[src/rtl/maskgpio_pkg.sv]
package maskgpio_pkg;

   typedef enum logic [1:0] {
      RGN_NONE = 2'd0,
      RGN_DATA = 2'd1,
      RGN_DIR  = 2'd2
   } region_e;

   // Classify an offset: the data window lies below the direction offset
   function automatic region_e classify(input int unsigned addr,
                                        input int unsigned dir_ofs);
      if (addr < dir_ofs)       return RGN_DATA;
      else if (addr == dir_ofs) return RGN_DIR;
      else                      return RGN_NONE;
   endfunction

endpackage

[src/rtl/maskgpio_sync.sv]
module maskgpio_sync #(
   parameter int WIDTH  = 8,
   parameter int STAGES = 2
) (
   input  logic             clk,
   input  logic             rst_n,
   input  logic [WIDTH-1:0] async_in,
   output logic [WIDTH-1:0] sync_out
);

   if (STAGES < 2) begin : g_bad_depth
      $error("maskgpio_sync: STAGES must be at least 2");
   end

   logic [WIDTH-1:0] stage_q [STAGES];

   for (genvar s = 0; s < STAGES; s++) begin : g_stage
      if (s == 0) begin : g_first
         always_ff @(posedge clk) begin
            if (!rst_n) stage_q[s] <= '0;
            else        stage_q[s] <= async_in;
         end
      end else begin : g_next
         always_ff @(posedge clk) begin
            if (!rst_n) stage_q[s] <= '0;
            else        stage_q[s] <= stage_q[s-1];
         end
      end
   end

   assign sync_out = stage_q[STAGES-1];

endmodule

[src/rtl/maskgpio_decode.sv]
module maskgpio_decode
   import maskgpio_pkg::*;
#(
   parameter int LINES      = 8,
   parameter int ADDR_W     = 11,
   parameter int DIR_OFFSET = 'h400
) (
   input  logic              bus_valid,
   input  logic              bus_write,
   input  logic [ADDR_W-1:0] bus_addr,
   output logic              data_wr,
   output logic              data_rd,
   output logic              dir_wr,
   output logic              dir_rd,
   output logic [LINES-1:0]  line_mask
);

   localparam int MASK_LSB = 2;
   localparam int MASK_MSB = MASK_LSB + LINES - 1;

   region_e rgn;

   always_comb begin
      rgn       = classify(int'(bus_addr), DIR_OFFSET);
      line_mask = bus_addr[MASK_MSB:MASK_LSB];
      data_wr   = bus_valid &&  bus_write && (rgn == RGN_DATA);
      data_rd   = bus_valid && !bus_write && (rgn == RGN_DATA);
      dir_wr    = bus_valid &&  bus_write && (rgn == RGN_DIR);
      dir_rd    = bus_valid && !bus_write && (rgn == RGN_DIR);
   end

endmodule

[src/rtl/maskgpio_store.sv]
module maskgpio_store #(
   parameter int LINES = 8
) (
   input  logic             clk,
   input  logic             rst_n,
   input  logic             data_wr,
   input  logic             dir_wr,
   input  logic [LINES-1:0] line_mask,
   input  logic [LINES-1:0] wdata,
   output logic [LINES-1:0] dir_q,
   output logic [LINES-1:0] out_q
);

   for (genvar n = 0; n < LINES; n++) begin : g_line
      // Direction bit: plain register
      always_ff @(posedge clk) begin
         if (!rst_n)      dir_q[n] <= 1'b0;
         else if (dir_wr) dir_q[n] <= wdata[n];
      end

      // Output bit: updated only when selected and already an output
      always_ff @(posedge clk) begin
         if (!rst_n)
            out_q[n] <= 1'b0;
         else if (data_wr && line_mask[n] && dir_q[n])
            out_q[n] <= wdata[n];
      end
   end

endmodule

[src/rtl/maskgpio_port.sv]
module maskgpio_port #(
   parameter int LINES       = 8,
   parameter int ADDR_W      = 11,
   parameter int DIR_OFFSET  = 'h400,
   parameter int SYNC_STAGES = 2
) (
   input  logic              clk,
   input  logic              rst_n,
   input  logic              bus_valid,
   input  logic              bus_write,
   input  logic [ADDR_W-1:0] bus_addr,
   input  logic [LINES-1:0]  bus_wdata,
   output logic [LINES-1:0]  bus_rdata,
   input  logic [LINES-1:0]  pad_in,
   output logic [LINES-1:0]  pad_out,
   output logic [LINES-1:0]  pad_oe
);

   localparam int MASK_TOP = LINES + 2;

   if (LINES < 1 || LINES > 8) begin : g_bad_lines
      $error("maskgpio_port: LINES must be 1..8 for a byte bus");
   end
   if ((1 << MASK_TOP) > DIR_OFFSET) begin : g_bad_window
      $error("maskgpio_port: mask bits overlap the direction offset");
   end
   if ((1 << ADDR_W) <= DIR_OFFSET) begin : g_bad_addr
      $error("maskgpio_port: ADDR_W cannot reach the direction offset");
   end

   logic             data_wr, data_rd, dir_wr, dir_rd;
   logic [LINES-1:0] line_mask;
   logic [LINES-1:0] dir_q, out_q, pad_sync;
   logic [LINES-1:0] line_val;

   maskgpio_decode #(
      .LINES      (LINES),
      .ADDR_W     (ADDR_W),
      .DIR_OFFSET (DIR_OFFSET)
   ) u_decode (
      .bus_valid (bus_valid),
      .bus_write (bus_write),
      .bus_addr  (bus_addr),
      .data_wr   (data_wr),
      .data_rd   (data_rd),
      .dir_wr    (dir_wr),
      .dir_rd    (dir_rd),
      .line_mask (line_mask)
   );

   maskgpio_store #(
      .LINES (LINES)
   ) u_store (
      .clk       (clk),
      .rst_n     (rst_n),
      .data_wr   (data_wr),
      .dir_wr    (dir_wr),
      .line_mask (line_mask),
      .wdata     (bus_wdata),
      .dir_q     (dir_q),
      .out_q     (out_q)
   );

   maskgpio_sync #(
      .WIDTH  (LINES),
      .STAGES (SYNC_STAGES)
   ) u_sync (
      .clk      (clk),
      .rst_n    (rst_n),
      .async_in (pad_in),
      .sync_out (pad_sync)
   );

   // Per-line read source: driven value for outputs, pad for inputs
   for (genvar n = 0; n < LINES; n++) begin : g_rd
      assign line_val[n] = dir_q[n] ? out_q[n] : pad_sync[n];
   end

   always_comb begin
      if (data_rd)     bus_rdata = line_val & line_mask;
      else if (dir_rd) bus_rdata = dir_q;
      else             bus_rdata = '0;
   end

   assign pad_out = out_q;
   assign pad_oe  = dir_q;

endmodule

[config.mk]
export PLATFORM = sky130hd
export DESIGN_NAME = maskgpio_port
export DESIGN_NICKNAME = d
export VERILOG_FILES = /design/src/rtl/maskgpio_pkg.sv /design/src/rtl/maskgpio_sync.sv /design/src/rtl/maskgpio_decode.sv /design/src/rtl/maskgpio_store.sv /design/src/rtl/maskgpio_port.sv
export SDC_FILE = /design/constraint.sdc
export NUM_CORES = 1
export LEC_CHECK = 0
export ABC_AREA = 0
export ABC_CLOCK_PERIOD_IN_PS = 1700
export BUFFER_PORTS_ARGS = -buffer_cell sky130_fd_sc_hd__buf_2
export CAP_MARGIN = 20
export CORE_MARGIN = 2
export CORE_UTILIZATION = 40
export DETAILED_ROUTE_END_ITERATION = 8
export PLACE_DENSITY = 0.64
export SLEW_MARGIN = 10
export SYNTH_ARGS = -nofsm -noshare
export SYNTH_HDL_FRONTEND = slang
export SYNTH_SLANG_ARGS = --single-unit
[constraint.sdc]
create_clock -name clk -period 1.7 [get_ports clk]
set_input_delay 0.085 -clock clk [delete_from_list [all_inputs] [get_ports clk]]
set_output_delay 0.085 -clock clk [all_outputs]
set_load 0.005 [all_outputs]
==> results.py <==
metrics = {
    "clocking": {
        "clkTransAtPathRegs_ns": 0.09,
        "cts_root_buffer": "clkbuf_4",
        "clock_sinks": 32,
        "clock_latency_ns": 0.33,
        "cts_tree": "built",
        "htree_num_levels": 2,
        "cts-resized-gates": 0,
        "cts_inserted_buffers": 5,
        "clock_path_buffers": 2,
    },
    "yosys": {
        "netlist.area_leader.share": 0.439,
        "synthTopCellsByArea": "dfxtp_1 44%, nand2_1 8.2%, or4bb_1 7.0%",
        "synth_warnings": 0,
        "synth_area_mm2": 0.00146,
        "ys_seq_elements": 32,
        "seq_area_frac_synth": 0.439,
        "syn_avg_cell_area_um2": 9.11,
        "synth_nets": 191,
        "ys_types": 18,
        "synthFlopType": "dfxtp_1",
        "yosys.area.top_type": "dfxtp_1",
        "synth_edf_count": 0,
        "ys_async_sr_fraction": 0,
        "synthTopCellsByCount": "32 x dfxtp_1, 32 x nand2_1, 16 x a21oi_1, 16 x and2_1, 9 x or4bb_1",
        "postSynthCellCount": 160,
    },
    "power": {
        "p_int_w": 0.00104,
        "switchingPower_w": 0.000317,
        "leakagePower_nw": 0.903,
        "power_density_mw_per_mm2": 692,
        "clockPowerShare": 0.331,
        "p_sw_frac": 0.233,
        "combPwrFrac": 0.102,
        "ir_worst_vdd_uv": 535,
        "power_frac_seq": 0.567,
    },
    "critical_path": {
        "reg2reg_slack_ns": 0.80,
        "endpoint": "bus_rdata[3]",
        "critPathMaxFanout": 7,
        "worstSetupPathType": "in2out",
        "worstPathCellList": "buf_2, or4_4, nor4_4, buf_4, a21o_1, buf_2",
        "max_stage_delay_ns": 0.57,
        "reg2reg_depth": 3,
        "r2r_end": "u_store.out_q[1]",
        "critPathCaptureType": "output port",
        "start_kind": "primary input",
        "cp_common_cell": "buf_2",
        "crit_cells": 6,
        "path_buf_inv": 3,
        "required_ns": 1.62,
        "critical-path-top-delay-family": "simple AND/OR/NAND/NOR gates",
        "cp.arrival_ns": 1.51,
        "r2r-start": "u_store.dir_q[1]",
        "cpMaxStageDelayCell": "or4_4",
        "critPathLaunch": "bus_addr[3]",
    },
    "timing": {
        "worst_pin_slew_ns": 0.384,
        "min_period_ns": 1.59,
        "rsz0062_at_grt": "false",
        "clock.fmax_mhz": 628,
        "hold_violations": 0,
        "slew_headroom": 0.744,
        "setup_viol": 0,
        "finClkSkew_ns": 0.00855,
        "tns_ns": 0,
        "timing.final.max_slew_violations": 0,
        "whs_ns": 0.00728,
        "finalCritPeriodShare": 0.936,
    },
    "grt": {
        "antenna_found_initial": 0,
        "grt_usage": 0.182,
        "grt_max_degree": 19,
        "overflow": 0,
        "grt_pass1_wl_um": 5890,
        "grt_pass1_vias": 1332,
    },
    "floorplanning": {
        "die_x_um": 64.4,
        "ioPinCount": 55,
        "die_area_mm2": 0.00414,
        "initial_utilization": 0.427,
        "rows": 21,
        "core_area_mm2": 0.00342,
        "die-height_um": 64.4,
    },
    "worst_hold_path": {
        "min_path_cells": 3,
        "hold_class": "in2reg",
    },
    "place": {
        "routabilityCongestion": 0.781,
        "portBuffers": 54,
        "place_hpwl_um": 2640,
    },
    "run": {
        "maxCapViolations": 0,
    },
    "detailed_routing": {
        "viasPerCell": 5.12,
        "wl_per_cell_um": 13.4,
        "wl_um": 3710,
        "dr.pass1.iters": 4,
        "drcViolationCount": 0,
        "drtIter0Drc": 46,
        "num_vias": 1417,
        "postRouteAntennaNets": 0,
    },
    "final_layout": {
        "layout.nets": 261,
        "area_growth_syn_to_layout_pct": 34.5,
        "drive_gt1_frac": 0.312,
        "antenna_cells": 0,
        "nFillCells": 334,
    },
    "status": {
        "outcome": "finished, final reports clean",
    },
}
final cells by class:
| class | count | area (um2) | area share |
|---|---|---|---|
| clock buffer | 8 | 58.8 | 0.0300 |
| inverter | 1 | 3.75 | 0.00191 |
| multi-input combinational | 120 | 787 | 0.401 |
| sequential | 32 | 641 | 0.327 |
| timing repair buffer | 70 | 413 | 0.211 |
| tap | 46 | 57.6 | 0.0294 |
worst reg2reg max path, stage by stage, from the launching register on:
cell	delay [ns]
dfxtp_1	0.45
nand2_1	0.08
o21ai_0	0.16
a21oi_1	0.08
registers in the layout, summed over array words and instances (netlist names):
name            count
u_store.out_q       8
u_store.dir_q       8
u_sync.stage_q     16
power groups by stage:
stage          Combinational (W)  Clock [W]  Sequential [W]
6_report                0.000139   0.000449        0.000770
4_1_cts                 0.000138   0.000457        0.000770
5_1_grt                 0.000153   0.000500        0.000772
3_3_place_gp            0.000121          0        0.000788
2_1_floorplan          0.0000561          0        0.000787
3_5_place_dp            0.000123          0        0.000788
timing repair:
| action | CTS | global route |
|---|---|---|
| hold buffers | 8 | 1 |
| hold endpoints to repair | 8 | 1 |
| setup buffers | 0 | 0 |
per-layer routing:
layer | vias up | part of all wire | GRT usage
li1 | 704 | - | -
met1 | 658 | 0.43 | 0.211
met2 | 49 | 0.49 | 0.329
met3 | 6 | 0.069 | 0.0370
met4 | 0 | 0.013 | 0.0638
met5 | - | 0 | 0
cells by family (layout without fill, tap and decap cells):
family,count (synthesis),count (layout),share of synthesized area
AO/OA/AOI/OAI,32,32,0.124
buffers and inverters,8,79,0.0206
flip-flops,32,32,0.439
multiplexers,8,8,0.0549
AND/OR/NAND/NOR,80,80,0.361
worst min path at each step:
stage	start	endpoint	slack (ns)
after global routing	bus_wdata[1]	u_store.dir_q[1]	0.002
final	bus_wdata[6]	u_store.dir_q[6]	0.007
after global placement	pad_in[7]	u_sync.stage_q[0][7]	0.29
after CTS	bus_wdata[1]	u_store.dir_q[1]	0.008
after floorplan	pad_in[0]	u_sync.stage_q[0][0]	0.21
after detailed placement	pad_in[2]	u_sync.stage_q[0][2]	0.30
per-stage QoR:
stage          instances  cell area (um2)  total power, W  utilization  setup slack, ns
6_report             277             1960         0.00136        0.574            0.108
3_3_place_gp         260             1810        0.000908        0.530            0.125
3_5_place_dp         260             1810        0.000911        0.530           0.0877
4_1_cts              276             1950         0.00137        0.571           0.0818
5_1_grt              277             1960         0.00143        0.574           0.0284
2_1_floorplan        160             1460        0.000843            -            0.192
cells in the final DEF, fill, tap and decap left out, types with 2 or more instances in the layout:
cell type and instances:
buf_2 54, buf_4 7, nand2b_1 8, mux2i_1 8
and2_1 16, clkbuf_1 2, or4_4 2, a21oi_1 16
dlygate4sd3_1 9, a21o_1 8, dfxtp_1 32, nand4_1 8
nor4_4 2, o21ai_0 8, clkbuf_4 5, nand2_1 32
or4bb_1 9
No activity file was read; power rests on OpenSTA's default activity.
